===== src/rtl/usb_hc_opregs.sv =====
module usb_hc_opregs #(
  parameter int ADDR_W    = 8,
  parameter int FRNUM_W   = 11,
  parameter int SOF_RESET = 64
) (
  input  logic              clk,
  input  logic              rst_n,
  input  logic              acc_en,
  input  logic              acc_wr,
  input  logic [1:0]        acc_size,
  input  logic [ADDR_W-1:0] acc_addr,
  input  logic [31:0]       acc_wdata,
  output logic [31:0]       acc_rdata,
  input  logic              frame_tick,
  input  logic [1:0]        frame_causes,
  input  logic              resume_evt,
  input  logic              host_err_evt,
  input  logic              proc_err_evt,
  output logic              irq,
  output logic              bus_reset,
  output logic              engine_run
);

  localparam int FLB_LSB = 12;

  logic [15:0]        cmd_q, intr_q, cmd_n;
  logic [5:0]         sts_q, sts_n;
  logic [1:0]         cause_q, cause_n;
  logic [FRNUM_W-1:0] frnum_q, frnum_n;
  logic [31-FLB_LSB:0] flb_q;
  logic [7:0]         sof_q;
  logic               run_q, run_n, irq_q, busrst_q;

  logic [4:0] off;
  logic unused_addr_hi;
  assign off = acc_addr[4:0];
  assign unused_addr_hi = ^acc_addr[ADDR_W-1:5];

  logic wr, wr_b, wr_w, wr_d;
  assign wr   = acc_en & acc_wr;
  assign wr_b = wr && acc_size == 2'd0;
  assign wr_w = wr && acc_size == 2'd1;
  assign wr_d = wr && acc_size == 2'd2;

  logic wr_cmd, wr_sts, wr_ien, wr_frn, wr_flb, wr_sof, full_rst;
  assign wr_cmd   = wr_w && off == 5'h00;
  assign wr_sts   = wr_w && off == 5'h02;
  assign wr_ien   = wr_w && off == 5'h04;
  assign wr_frn   = wr_w && off == 5'h06;
  assign wr_flb   = wr_d && off == 5'h08;
  assign wr_sof   = wr_b && off == 5'h0C;
  assign full_rst = wr_cmd && (acc_wdata[1] || acc_wdata[2]);

  always_comb begin
    cmd_n   = cmd_q;
    sts_n   = sts_q;
    cause_n = cause_q;
    frnum_n = frnum_q;
    run_n   = run_q;
    if (frame_tick && run_q) begin
      if (!cmd_q[0]) begin
        sts_n[5] = 1'b1;
        run_n    = 1'b0;
      end else begin
        if (frame_causes != 2'b00) begin
          cause_n  = cause_n | frame_causes;
          sts_n[0] = 1'b1;
        end
        frnum_n = frnum_q + 1'b1;
      end
    end
    if (resume_evt && cmd_q[3]) begin
      cmd_n[4] = 1'b1;
      sts_n[2] = 1'b1;
    end
    if (host_err_evt) sts_n[3] = 1'b1;
    if (proc_err_evt) sts_n[4] = 1'b1;
    if (wr_cmd && !full_rst) begin
      if (acc_wdata[0] && !cmd_q[0]) begin
        run_n    = 1'b1;
        sts_n[5] = 1'b0;
      end else if (!acc_wdata[0]) begin
        sts_n[5] = 1'b1;
      end
      cmd_n = acc_wdata[15:0];
    end
    if (wr_sts) begin
      sts_n = sts_n & ~acc_wdata[5:0];
      if (acc_wdata[0]) cause_n = 2'b00;
    end
    if (wr_frn && sts_n[5]) frnum_n = acc_wdata[FRNUM_W-1:0];
  end

  logic irq_d;
  assign irq_d = (cause_q[0] && intr_q[2]) || (cause_q[1] && intr_q[3]) ||
                 (sts_q[1] && intr_q[0]) || (sts_q[2] && intr_q[1]) ||
                 sts_q[3] || sts_q[4];

  always_ff @(posedge clk or negedge rst_n) begin
    if (!rst_n) begin
      cmd_q    <= '0;
      sts_q    <= '0;
      intr_q   <= '0;
      cause_q  <= '0;
      frnum_q  <= '0;
      flb_q    <= '0;
      sof_q    <= 8'(SOF_RESET);
      run_q    <= 1'b0;
      irq_q    <= 1'b0;
      busrst_q <= 1'b0;
    end else begin
      frnum_q  <= frnum_n;
      run_q    <= run_n;
      irq_q    <= irq_d;
      busrst_q <= full_rst && acc_wdata[2];
      if (full_rst) begin
        cmd_q   <= '0;
        sts_q   <= '0;
        intr_q  <= '0;
        cause_q <= '0;
        flb_q   <= '0;
        sof_q   <= 8'(SOF_RESET);
      end else begin
        cmd_q   <= cmd_n;
        sts_q   <= sts_n;
        cause_q <= cause_n;
        if (wr_ien) intr_q <= acc_wdata[15:0];
        if (wr_flb) flb_q  <= acc_wdata[31:FLB_LSB];
        if (wr_sof) sof_q  <= acc_wdata[7:0];
      end
    end
  end

  assign irq        = irq_q;
  assign bus_reset  = busrst_q;
  assign engine_run = run_q;

  always_comb begin
    acc_rdata = '0;
    case (acc_size)
      2'd0: acc_rdata = (off == 5'h0C) ? {24'h0, sof_q} : 32'h0000_00FF;
      2'd1: begin
        case (off)
          5'h00:   acc_rdata = {16'h0, cmd_q};
          5'h02:   acc_rdata = {26'h0, sts_q};
          5'h04:   acc_rdata = {16'h0, intr_q};
          5'h06:   acc_rdata = {{(32-FRNUM_W){1'b0}}, frnum_q};
          default: acc_rdata = 32'h0000_FF7F;
        endcase
      end
      2'd2: acc_rdata = (off == 5'h08) ? {flb_q, {FLB_LSB{1'b0}}} : 32'hFFFF_FFFF;
      default: acc_rdata = '0;
    endcase
  end

  assert_frnum_hold_R4: assert property (@(posedge clk) disable iff (!rst_n)
    (!frame_tick && !wr_frn) |=> $stable(frnum_q))
    else $error("frame number moved without tick or write");

  assert_halt_stops_R4: assert property (@(posedge clk) disable iff (!rst_n)
    (run_q && frame_tick && !cmd_q[0] && !wr_cmd) |=> !run_q)
    else $error("engine kept running after halting tick");

  assert_frnum_locked_R5: assert property (@(posedge clk) disable iff (!rst_n)
    (wr_frn && !sts_q[5] && !frame_tick) |=> $stable(frnum_q))
    else $error("frame number written while not halted");

  assert_full_reset_R3: assert property (@(posedge clk) disable iff (!rst_n)
    full_rst |=> (cmd_q == 16'h0 && sts_q == 6'h0 && cause_q == 2'b00 &&
                  sof_q == 8'(SOF_RESET)))
    else $error("full reset left state behind");

  assert_resume_R9: assert property (@(posedge clk) disable iff (!rst_n)
    (resume_evt && cmd_q[3] && !wr) |=> (cmd_q[4] && sts_q[2]))
    else $error("resume not recorded while suspended");

  assert_err_irq_R8: assert property (@(posedge clk) disable iff (!rst_n)
    (sts_q[3] || sts_q[4]) |=> irq)
    else $error("error status without interrupt");

endmodule


===== config.mk =====
export PLATFORM = sky130hd
export DESIGN_NAME = usb_hc_opregs
export DESIGN_NICKNAME = d
export VERILOG_FILES = /design/src/rtl/usb_hc_opregs.sv
export SDC_FILE = /design/constraint.sdc
export NUM_CORES = 1
export LEC_CHECK = 0
export ABC_CLOCK_PERIOD_IN_PS = 5700
export CELL_PAD_IN_SITES_DETAIL_PLACEMENT = 1
export CELL_PAD_IN_SITES_GLOBAL_PLACEMENT = 2
export CORE_MARGIN = 2
export CORE_UTILIZATION = 44
export CTS_BUF_LIST = sky130_fd_sc_hd__clkbuf_2 sky130_fd_sc_hd__clkbuf_4 sky130_fd_sc_hd__clkbuf_8
export CTS_CLUSTER_SIZE = 16
export DETAILED_ROUTE_END_ITERATION = 16
export DONT_BUFFER_PORTS = 1
export PLACE_DENSITY = 0.86
export RECOVER_POWER = 50
export SLEW_MARGIN = 10
export SYNTH_ARGS = -nofsm -noshare
export SYNTH_HDL_FRONTEND = slang
export SYNTH_SLANG_ARGS = --single-unit

===== constraint.sdc =====
create_clock -name clk -period 5.7 [get_ports clk]
set_input_delay 0.855 -clock clk [delete_from_list [all_inputs] [get_ports clk]]
set_output_delay 0.855 -clock clk [all_outputs]
set_load 0.05 [all_outputs]

==> results.md <==
* IO Count at 87
* # Post-CTS Setup Buffers at 0
* CTS tree: done
* Max Cap Viol at 0
* Initial Utilization at 0.448
* Logic pwr share at 0.109
* Layout cell share with drive strength beyond 1 at 0.105
* Pin count of the biggest net entering global routing at 83
* Antenna-violating nets left at 0
* Post-Synthesis Cells at ~450
* CTS buffer count at 9
* RD Place Congestion at about 0.77
* Flop pwr share at 0.533
* Critical Path RT at 4.85 ns
* Syn avg cell area at 9.69 µm²
* Switching Share at 0.270
* Nets at roughly 490
* I/O Buffers at 0
* Worst path arrival time at ~2.9 ns
* Syn Nets at 501
* Switching power at roughly 0.00031 W
* Path type of the worst setup path: in -> out
* Flops & latches, synth at 82
* Crit-path leading delay family: simple AND/OR/NAND/NOR gates
* Vias in the first global route at 3524
* Dominant synthesized flop cell: dfrtp_1
* Pwr Density at around 250 nW/µm²
* Clk sinks at 82
* First drt pass iteration count at 4
* Core area at between 9000 and 10000 µm²
* Post-synth EDFFs at 0
* Routed vias/inst at 5.76
* Worst Setup Start Kind: input port
* Hold WS at 0.175 ns
* Setup Skew at approximately 0.0064 ns
* R2R cell count at 5
* # DRC at 0
* Post-synth ARST share at 1.00
* CP max stage delay at approximately 0.6 ns
* Seq/Total Area, Yosys at 0.473
* WP depth at 4
* Worst Setup End Kind: primary output
* Total Routing Usage GR at 0.231
* Die W at 103 µm
* Cell internal pwr at 0.000844 W
* DR iter-0 viols at approximately 100
* Row cnt at 36
* Clock Latency Late Sink at approximately 0.36 ns
* Grt ovf at 0
* Cells along the critical path: or4b_4 > or2_1 > a21boi_1 > nor2_1
* Status: complete, no violations
* Synthesis-to-finish area growth at 5.36%
* Routed vias at 3293
* Pre-CTS setup slack at 1.93 ns
* CTS H-tree lvls at 3
* Fmax at about 270 MHz
* Hold Fails Final Rpt at 0
* RSZ-0062 raised after global routing: no
* Clk buf depth at 2
* Setup ws final at between 1.5 and 2 ns
* Post-synth cell types at 58
* Antenna cells at 0
* Die span in y at 103 µm
* Placed Instance Area at 4400 µm²
* First-pass GRT wire length at 18500 µm
* Tcrit/Tclk final at 0.655
* Synth Cell Area at 4340 µm²
* Tmin final at ~3.7 ns
* Slowest stage cell, crit path: or4b_4
* Post-cts resize count at 0
* Hold Crit Class: in -> async
* Initial antenna violation count at 0
* Clk pwr share at 0.358
* Slew margin rel. at 0.262
* Die area at 10700 µm²
* Final setup fails at 0
* Leak at 2.03 nW
* WL final at between 10000 and 15000 µm
* Root Driver: clkbuf_8
* Dpl hpwl at 8100 µm
* CP max FO at 22
* Worst vdd ir at 188 µV
* Slew Viols, Final at 0
* Cell area after layout at 4580 µm²
* Setup TNS Final at 0 ns
* Wire length per cell at between 20 and 25 µm
* Slew of the pin with the lowest slew margin at 1.11 ns
* Hold buffer count at cts at 0
* CP bufs+invs at 0
* Synth warn at 0
* Clock slew at reported path FFs at 0.08 ns
-- cells in the mapped netlist, drive strengths merged (2+ instances only) --
cell type / n / area (µm²)
a211oi: 5 / 37.5
a21o: 2 / 15.0
a21oi: 28 / 140
a221oi: 4 / 35.0
a22o: 2 / 17.5
and2: 2 / 12.5
buf: 10 / 76.3
clkbuf: 20 / 75.1
dfrtp: 81 / 2030
inv: 7 / 26.3
mux2: 10 / 113
mux2i: 41 / 410
mux4: 6 / 146
nand2: 35 / 131
nand2b: 3 / 18.8
nand3: 3 / 15.0
nand4: 3 / 18.8
nor2: 100 / 388
nor3: 6 / 41.3
nor3b: 2 / 15.0
nor4: 4 / 55.1
o21a: 2 / 15.0
o21ai: 30 / 150
o22ai: 6 / 37.5
or2: 2 / 12.5
or3: 3 / 23.8
or3b: 2 / 17.5
xnor2: 8 / 70.1
xor2: 2 / 17.5
-- registers in the layout, indices dropped and copies added, names as in the netlist --
signal and cells:
irq 1, cause_q 2, cmd_q 16, bus_reset 1, flb_q 20, engine_run 1, intr_q 16, sof_q 8
sts_q 6, frnum_q 11
-- layout make-up --
type | count | area [µm²]
Clock buffer | 16 | 189
Fill cell | 1152 | 5110
Tap cell | 133 | 166
Sequential cell | 82 | 2050
Timing Repair Buffer | 5 | 33.8
Multi-Input combinational cell | 329 | 2110
Inverter | 7 | 26.3
-- worst register-to-register path, stage by stage (launching register included) --
cell and delay (ns):
dfrtp_1 0.60, and3b_1 0.31, o2111ai_1 0.17, clkbuf_1 0.62
nor2_1 0.09, a21oi_1 0.15
-- metrics by stage --
| step | cells | power, W | utilization |
|---|---|---|---|
| final | 572 | 0.00116 | 0.472 |
| after floorplan | 448 | 0.000743 | - |
| after detailed placement | 556 | 0.000756 | 0.454 |
| after CTS | 572 | 0.00117 | 0.473 |
| after global placement | 556 | 0.000751 | 0.454 |
| after global routing | 572 | 0.00121 | 0.472 |
-- kinds of logic after synthesis --
| group | Yosys count | synth area share |
|---|---|---|
| buffers and inverters | 37 | 0.0409 |
| multiplexers | 57 | 0.154 |
| flip-flops | 82 | 0.473 |
| XOR/XNOR | 10 | 0.0202 |
| AO/OA/AOI/OAI | 87 | 0.118 |
| AND/OR/NAND/NOR | 174 | 0.191 |
| adder cells (fa/ha/maj) | 1 | 0.00288 |
-- layout by cell type, fill, tap and decap left out, types with 3 or more instances in the layout --
cell type,synthesis,layout
nand4_1,3,3
a221oi_1,4,4
clkbuf_4,0,5
mux4_1,3,3
inv_1,7,7
clkbuf_8,0,11
mux2_2,10,10
nand3_1,3,3
o21ai_1,4,12
nor2_2,5,5
mux2i_1,41,41
buf_4,1,4
xnor2_1,8,8
a21oi_1,28,28
o22ai_1,6,6
mux4_2,3,3
or3_1,2,3
dfrtp_1,81,81
nand2b_1,3,3
nand2_1,35,35
a211oi_1,5,5
nor2_1,95,95
o21ai_0,26,18
nor3_1,5,5
-- worst paths after layout --
path	startpoint	to	slack, ns
worst min-delay path	rst_n	frnum_q[5]	0.17
worst min register to register	cmd_q[11]	cmd_q[11]	0.49
worst max-delay path	acc_addr[4]	acc_rdata[5]	1.97
max in group asynchronous	rst_n	sof_q[6]	5.33
worst max register to register	engine_run	frnum_q[10]	3.68
min in group clk	cmd_q[11]	cmd_q[11]	0.49
-- power by group through the flow --
stage | clock network (W) | logic (W) | registers [W]
floorplan | 0 | 0.000119 | 0.000624
global placement | 0 | 0.000124 | 0.000627
detailed placement | 0 | 0.000127 | 0.000628
CTS | 0.000426 | 0.000128 | 0.000617
global route | 0.000452 | 0.000136 | 0.000620
finish | 0.000414 | 0.000126 | 0.000617
-- metal layers --
| layer | wire, µm | up-vias | track usage |
|---|---|---|---|
| li1 | - | 1537 | - |
| met1 | 5030 | 1676 | 0.281 |
| met2 | 5830 | 66 | 0.390 |
| met3 | 642 | 14 | 0.0739 |
| met4 | 172 | 0 | 0.0749 |
| met5 | 0 | - | 0 |
(Power assumes the default switching activity.)
